[src/rtl/ohdcc_pkg.sv]
package ohdcc_pkg;
  localparam int unsigned SLOTS          = 14;
  localparam int unsigned SLOT_W         = $clog2(SLOTS);
  localparam int unsigned BITS_PER_FRAME = SLOTS * 8;
  localparam int unsigned BIT_CNT_W      = $clog2(BITS_PER_FRAME);

  typedef logic [7:0]        oh_byte_t;
  typedef logic [SLOT_W-1:0] slot_t;
endpackage

[src/rtl/ohdcc_clkdiv.sv]
module ohdcc_clkdiv #(
  parameter int unsigned DIV_LOG2 = 4
) (
  input  logic clk,
  input  logic rst_n,
  output logic ser_clk,
  output logic tick
);
  logic [DIV_LOG2-1:0] cnt;

  always_ff @(posedge clk or negedge rst_n) begin
    if (!rst_n) cnt <= '0;
    else        cnt <= cnt + 1'b1;
  end

  // Top bit is the serial clock; the last count of a period is the bit boundary.
  assign ser_clk = cnt[DIV_LOG2-1];
  assign tick    = &cnt;
endmodule

[src/rtl/ohdcc_bank.sv]
module ohdcc_bank
  import ohdcc_pkg::*;
(
  input  logic     clk,
  input  logic     rst_n,
  input  logic     swap,
  input  logic     wr_en,
  input  slot_t    wr_slot,
  input  oh_byte_t wr_byte,
  input  slot_t    rd_slot,
  output oh_byte_t rd_byte
);
  localparam slot_t LAST_SLOT = slot_t'(SLOTS - 1);

  oh_byte_t mem [2][SLOTS];
  logic     wsel;

  always_ff @(posedge clk or negedge rst_n) begin
    if (!rst_n) begin
      wsel <= 1'b0;
      for (int b = 0; b < 2; b++)
        for (int s = 0; s < SLOTS; s++)
          mem[b][s] <= '0;
    end else if (swap) begin
      // The bank that was being read becomes the fresh capture bank.
      wsel <= ~wsel;
      for (int s = 0; s < SLOTS; s++)
        mem[~wsel][s] <= '0;
    end else if (wr_en && (wr_slot <= LAST_SLOT)) begin
      mem[wsel][wr_slot] <= wr_byte;
    end
  end

  assign rd_byte = mem[~wsel][rd_slot];
endmodule

[src/rtl/ohdcc_shifter.sv]
module ohdcc_shifter
  import ohdcc_pkg::*;
(
  input  logic     clk,
  input  logic     rst_n,
  input  logic     tick,
  input  logic     frame_start,
  input  oh_byte_t rd_byte,
  output slot_t    rd_slot,
  output logic     busy,
  output logic     ser_data,
  output logic     ser_fp
);
  localparam logic [BIT_CNT_W-1:0] LAST_BIT = BIT_CNT_W'(BITS_PER_FRAME - 1);

  logic [BIT_CNT_W-1:0] bitcnt;
  logic                 primed;
  logic                 pend;

  always_ff @(posedge clk or negedge rst_n) begin
    if (!rst_n) begin
      bitcnt <= '0;
      primed <= 1'b0;
      pend   <= 1'b0;
      busy   <= 1'b0;
    end else if (frame_start) begin
      busy   <= 1'b0;
      pend   <= primed;
      primed <= 1'b1;
    end else if (tick) begin
      if (pend) begin
        pend   <= 1'b0;
        busy   <= 1'b1;
        bitcnt <= '0;
      end else if (busy) begin
        if (bitcnt == LAST_BIT) busy <= 1'b0;
        else                    bitcnt <= bitcnt + 1'b1;
      end
    end
  end

  assign rd_slot  = slot_t'(bitcnt >> 3);
  assign ser_data = busy & rd_byte[~bitcnt[2:0]];
  assign ser_fp   = busy & (bitcnt == '0);
endmodule

[src/rtl/ohdcc_serializer.sv]
module ohdcc_serializer
  import ohdcc_pkg::*;
#(
  parameter int unsigned DIV_LOG2 = 4
) (
  input  logic       clk,
  input  logic       rst_n,
  input  logic       frame_start,
  input  logic       cap_valid,
  input  logic [3:0] cap_slot,
  input  logic [7:0] cap_byte,
  output logic       ser_clk,
  output logic       ser_data,
  output logic       ser_fp
);
  logic     tick;
  logic     busy;
  slot_t    rd_slot;
  oh_byte_t rd_byte;

  ohdcc_clkdiv #(.DIV_LOG2(DIV_LOG2)) u_div (
    .clk     (clk),
    .rst_n   (rst_n),
    .ser_clk (ser_clk),
    .tick    (tick)
  );

  ohdcc_bank u_bank (
    .clk     (clk),
    .rst_n   (rst_n),
    .swap    (frame_start),
    .wr_en   (cap_valid),
    .wr_slot (slot_t'(cap_slot)),
    .wr_byte (cap_byte),
    .rd_slot (rd_slot),
    .rd_byte (rd_byte)
  );

  ohdcc_shifter u_shift (
    .clk         (clk),
    .rst_n       (rst_n),
    .tick        (tick),
    .frame_start (frame_start),
    .rd_byte     (rd_byte),
    .rd_slot     (rd_slot),
    .busy        (busy),
    .ser_data    (ser_data),
    .ser_fp      (ser_fp)
  );
endmodule

[config.mk]
export PLATFORM = sky130hd
export DESIGN_NAME = ohdcc_serializer
export DESIGN_NICKNAME = d
export VERILOG_FILES = /design/src/rtl/ohdcc_pkg.sv /design/src/rtl/ohdcc_clkdiv.sv /design/src/rtl/ohdcc_bank.sv /design/src/rtl/ohdcc_shifter.sv /design/src/rtl/ohdcc_serializer.sv
export SDC_FILE = /design/constraint.sdc
export NUM_CORES = 1
export LEC_CHECK = 0
export BUFFER_PORTS_ARGS = -buffer_cell sky130_fd_sc_hd__buf_4
export CAP_MARGIN = 0
export CORE_UTILIZATION = 60
export DETAILED_ROUTE_END_ITERATION = 16
export GPL_ROUTABILITY_DRIVEN = 0
export MAX_ROUTING_LAYER = met4
export PLACE_DENSITY = 0.77
export SYNTH_ARGS = -nofsm -noshare
export SYNTH_HDL_FRONTEND = slang
export SYNTH_SLANG_ARGS = --single-unit
[constraint.sdc]
create_clock -name clk -period 2.72 [get_ports clk]
set_input_delay 0.544 -clock clk [delete_from_list [all_inputs] [get_ports clk]]
set_output_delay 0.544 -clock clk [all_outputs]
set_load 0.005 [all_outputs]
# Word-level counts from Yosys, hierarchy flattened
# Index checks and enable logic that the tools add are counted.
# word_totals
reg_bits	239
in_bits	16
# op_classes
muxes	53
n_reduce_logical	10
addsub	2
n_eq_ne	2
n_bitwise	37
order_cmp	9
# op_table
operator	count
bitwise AND 224 bit	14
NOT 224 bit	14
demux 112 bit (select 1 bit)	15
two-way mux 112 bit	5
two-way mux 224 bit	2
bitwise mux 224 bit	1
two-way mux 104 bit	1
two-way mux 96 bit	1
two-way mux 88 bit	1
two-way mux 80 bit	1
two-way mux 72 bit	1
two-way mux 64 bit	1
two-way mux 56 bit	1
two-way mux 48 bit	1
two-way mux 40 bit	1
binary-select mux 8 bit (select 4 bit)	1
demux 8 bit (select 4 bit)	1
two-way mux 32 bit	1
two-way mux 8 bit	4
two-way mux 24 bit	1
two-way mux 7 bit	3
two-way mux 16 bit	1
greater-or-equal comparator 5 bit (second input constant)	2
NOT 4 -> 5 bit	2
other kinds (20)	37

# Logic depth before layout (Yosys ltp)
# depth
depth_word	22
mapped_depth	11
depth_no_buf	7

# Hierarchy
# A second synthesis with hierarchy kept.
# unflattened
hier_cells	1283
hier_area_um2	12371.9
# modules_own_cells
mod	seq_area_each_um2	n_inst	area_each_um2	cells_each
ohdcc_bank	5630.4	1	11586.1	1212
ohdcc_shifter	250.2	1	639.4	61
ohdcc_clkdiv	100.1	1	146.4	10

# Least setup slack after synthesis
# OpenSTA, ideal clock, no wires.
# synth_path
kind	register to output
from	register u_shift.bitcnt[3]
to	output ser_data
required_ns	2.176
setup_slack_ns	0.301
t_arrival_ns	1.875
path_buffers	3
path_stages_with_launch	9
cell_sequence	dfrtp_1 -> buf_6 -> buf_6 -> buf_6 -> mux4_2 -> a211oi_1 -> a2bb2oi_1 -> a211oi_1 -> o22ai_1
# synth_between
elab_chain_cells	7
# synth_rtl
item	line_no	text
start, declared	ohdcc_shifter.sv:16	logic [BIT_CNT_W-1:0] bitcnt;
start signal, assigned	ohdcc_shifter.sv:37	else bitcnt <= bitcnt + 1'b1;
NOT 4 -> 5 bit	ohdcc_bank.sv:34	assign rd_byte = mem[~wsel][rd_slot];
binary-select mux 8 bit (select 4 bit)	ohdcc_bank.sv:34	
two-way mux 8 bit (implied by the code) (2 in series)	ohdcc_bank.sv:34	
binary-select mux 1 bit (select 3 bit)	ohdcc_shifter.sv:43	assign ser_data = busy & rd_byte[~bitcnt[2:0]];
two-way mux 1 bit (implied by the code)	ohdcc_shifter.sv:43	
bitwise AND 1 bit	ohdcc_shifter.sv:43	
end, declared	ohdcc_serializer.sv:13	output logic ser_data,
# Every way passes these cells. The select of a mux whose other input is x is not followed.

# Final worst setup path
# Same ends and word-level chain as after synthesis.

==> reports/summary.txt <==
========================================================================================================
Part of the cycle the worst path needs ....................................................         128%
Max-slew violations .......................................................................            0
Floorplan die area ........................................................................  20800 sq um
Critical path cell sequence ............................................................... buf_12, mux4_2, mux2i_2, mux2i_1, a2bb2oi_1, a211oi_2, o22ai_2, buf_4
Height of the die .........................................................................       144 um
Area added between synthesis and finish ...................................................        16.1%
Cell family contributing the most delay on the critical path .............................. multiplexers
Startpoint class of the critical path .....................................................    flip-flop
Root Buffer ............................................................................... sky130_fd_sc_hd__clkbuf_16
DRC violation total after the first TritonRoute iteration .................................         1551
Post-detailed-route wirelength per cell ...................................................      24.9 um
Layout cell share with drive strength beyond 1 ............................................        18.2%
CP Buf/Inv Count ..........................................................................            2
Maximum vdd drop ..........................................................................       488 uV
Largest net degree at the start of global routing .........................................           84
Pleak .....................................................................................      6.07 nW
Minimum clock period after layout .........................................................      3.49 ns
Clock tree from TritonCTS .................................................................        built
Clock insertion delay at the later pin of the skew report .................................      0.54 ns
Required time reported for the critical path endpoint .....................................      2.18 ns
Worst-case clock buffer depth .............................................................            3
Final-report setup violation count ........................................................            1
Mean number of vias per cell ..............................................................         6.78
Hold Fails Final Rpt ......................................................................            0
Clock net sink count ......................................................................          239
Top FF cell, synth ........................................................................ sky130_fd_sc_hd__dfrtp_1
DRC violation count after routing .........................................................            0
Final setup skew ..........................................................................    0.0138 ns
Number of max-capacitance violations reported .............................................            0
Number of flops mapped to enable cells by yosys ...........................................            0
Maximum clock rate ........................................................................    0.286 GHz
Number of cells produced by synthesis .....................................................         1266
First-pass GRT wire length ................................................................      61.5 mm
Post-synthesis register bit count .........................................................          239
Cells taking the most area after synthesis ................................................ sky130_fd_sc_hd__dfrtp_1 (49%), sky130_fd_sc_hd__o21ai_0 (13%), sky130_fd_sc_hd__nand2_1 (7.4%), sky130_fd_sc_hd__mux4_2 (6.5%), sky130_fd_sc_hd__nor2_1 (3.6%)
Synth unique cells ........................................................................           68
Post-synth ARST share .....................................................................         100%
Worst slack after detailed placement ......................................................    -0.265 ns
Die boundary width ........................................................................       144 um
Count of boundary I/O pins ................................................................           19
Setup ws final ............................................................................    -0.771 ns
Sum of net half-perimeters after detailed placement .......................................      26.3 mm
H-tree levels .............................................................................            1
Post-CTS clock slew at the launch and capture registers of the worst setup and hold paths .      0.06 ns
Starting density of the core ..............................................................        61.8%
Type of element capturing the critical path ...............................................   output pin
Top cell type's share of synthesized area .................................................        49.3%
ANT nets after route ......................................................................            0
Post-synthesis instance area ..............................................................  12100 sq um
Total routing usage reported by global routing ............................................        41.7%
Remaining Overflow, GRT ...................................................................            0
Worst hold-check path type ................................................................    in -> reg
Type of the setup path with the least slack ...............................................   reg -> out
Mapped Nets ...............................................................................         1285
Max-slew headroom .........................................................................        21.8%
Most common cell after layout, fill and taps aside ........................................ sky130_fd_sc_hd__o21ai_0
Slew at the pin closest to its max-slew limit .............................................      1.17 ns
Number of filler instances in the final layout ............................................         1422
Post-synthesis cell type with the largest combined area ................................... sky130_fd_sc_hd__dfrtp_1
Crit-path slowest cell .................................................................... sky130_fd_sc_hd__dfrtp_4
Cts bufs inserted .........................................................................           25
Largest fanout on the critical path .......................................................            9
Yosys warnings ............................................................................            0
# nets final ..............................................................................         1347
RSZ-0062 raised after global routing ......................................................          yes
Post-Layout Cell Count ....................................................................         1611
Total via count after detailed routing ....................................................        10930
Antenna violations before repair ..........................................................            1
Failing checks ............................................................................ setup timing
Highest-count cells in the layout ignoring fill and taps .................................. sky130_fd_sc_hd__o21ai_0 (305), sky130_fd_sc_hd__nand2_1 (238), sky130_fd_sc_hd__dfrtp_1 (235), sky130_fd_sc_hd__nor2_1 (118), sky130_fd_sc_hd__buf_4 (115)
FP Rows ...................................................................................           51
Power per cell area .......................................................................  672 nW/um^2
Result of the run ......................................................................... finished, violations left
Fraction of the yosys area taken by sequential cells ......................................        49.3%
Final core occ ............................................................................        71.7%
Post-Route WL .............................................................................      40.0 mm
Area of the core ..........................................................................  19700 sq um
Iteration count of the initial detailed-routing pass ......................................            6
Largest stage delay on the critical path ..................................................      0.58 ns
Average footprint of a synthesized cell ...................................................   9.59 sq um
Arrival time at the worst endpoint ........................................................      2.95 ns
Number of global-route vias before repair .................................................        10568
Total of buffers placed on input and output ports .........................................           18
Placed cells ..............................................................................         1560
========================================================================================================
-- cell type report --
cell class,instances,area [sq um],share of cell area [%]
repair buffers,132,1190,8.44
diodes,1,2.50,0.0178
inverters,7,28.8,0.204
flip-flops and latches,239,5990,42.5
well taps,265,332,2.35
clock inverters,5,83.8,0.595
multi-input cells,923,5710,40.5
clock buffers,39,758,5.38
-- layer usage --
metal / GRT usage, % / routed length (um)
met5: - / 0
met4: 20.6 / 2280
met3: 11.8 / 5370
met2: 59.6 / 17400
met1: 54.9 / 15000
-- synth_stat cells (all sizes together), types with 2 or more instances --
cell / instances
o22ai: 4
o21ai: 312
mux4: 43
clkbuf: 66
nor4: 3
and4b: 3
a2bb2oi: 2
o2bb2ai: 37
mux2: 2
o211ai: 2
a21oi: 5
nor3: 11
ha: 3
nor3b: 2
or2: 2
a2111oi: 2
nor2b: 8
nand4: 3
nor4bb: 2
o221ai: 4
and2: 7
and3: 2
nand3: 23
o22a: 3
nor2: 118
a22o: 4
nand3b: 5
inv: 7
nand2: 239
mux2i: 30
buf: 31
a211oi: 6
xor2: 2
dfrtp: 239
nand2b: 6
a22oi: 6
nor4b: 3
a31oi: 3
-- path summary, 6_finish.rpt --
check / start / endpoint / slack [ns] / cells after the start
max in group asynchronous: rst_n / u_bank.mem[31]$_DFFE_PN0P_ / 1.35 / 3
min in group asynchronous: rst_n / u_bank.mem[12]$_DFFE_PN0P_ / 0.52 / 2
max: u_shift.bitcnt[3]$_DFFE_PN0P_ / ser_data / -0.77 / 8
min: cap_byte[6] / u_bank.mem[206]$_DFFE_PN0P_ / 0.39 / 3
min reg2reg: u_div.cnt[0]$_DFF_PN0_ / u_div.cnt[0]$_DFF_PN0_ / 0.46 / 1
max reg2reg: u_shift.bitcnt[3]$_DFFE_PN0P_ / u_shift.bitcnt[3]$_DFFE_PN0P_ / 0.23 / 8
-- tightest hold or removal path, cell delays in order --
cell and delay, ns:
sky130_fd_sc_hd__buf_4 0.19, sky130_fd_sc_hd__nand2_1 0.07, sky130_fd_sc_hd__o21ai_0 0.07
-- kinds of logic (layout without fill, tap and decap cells) --
logic type / after synthesis / count (layout) / share of synthesized area, %
buffers and inverters: 104 / 183 / 4.76
other: 0 / 1 / 0
flip-flops: 239 / 239 / 49.3
adder cells (fa/ha/maj): 3 / 3 / 0.309
AO/OA/AOI/OAI: 400 / 400 / 18.9
multiplexers: 75 / 75 / 10.9
XOR/XNOR: 3 / 3 / 0.216
AND/OR/NAND/NOR: 442 / 442 / 15.7
-- sequential cells by signal, summed over array words and instances (netlist names) --
| signal | count |
|---|---|
| u_shift.bitcnt | 7 |
| u_shift.primed | 1 |
| u_shift.pend | 1 |
| u_bank.mem | 224 |
| u_bank.wsel | 1 |
| u_div.cnt | 4 |
| u_shift.busy | 1 |
-- power breakdown --
| group | internal (W) | switching, W | leakage, nW |
|---|---|---|---|
| registers | 0.00368 | 0.000151 | 3.29 |
| clock network | 0.00210 | 0.00144 | 0.411 |
| logic | 0.000782 | 0.00133 | 2.36 |
| total | 0.00656 | 0.00292 | 6.07 |
-- through the flow --
step | instance area, sq um | TNS [ns] | hold WS [ns] | total power [W]
6_report | 14100 | -0.771 | 0.386 | 0.00947
4_1_cts | 14100 | -0.708 | 0.376 | 0.00937
3_5_place_dp | 13000 | -0.265 | 0.446 | 0.00580
2_1_floorplan | 12100 | 0 | 0.248 | 0.00496
3_3_place_gp | 13000 | -0.253 | 0.441 | 0.00577
5_1_grt | 14100 | -0.764 | 0.398 | 0.00971
-- what timing repair did --
action	in CTS	in global routing
hold buffers	1	0
cloned	3	0
gates resized for setup	22	14
hold endpoints to repair	47	0
buffers inserted	2	2
setup endpoints to repair	2	3
pin swaps	7	6
Note: power is estimated with default switching activity, not from simulation.
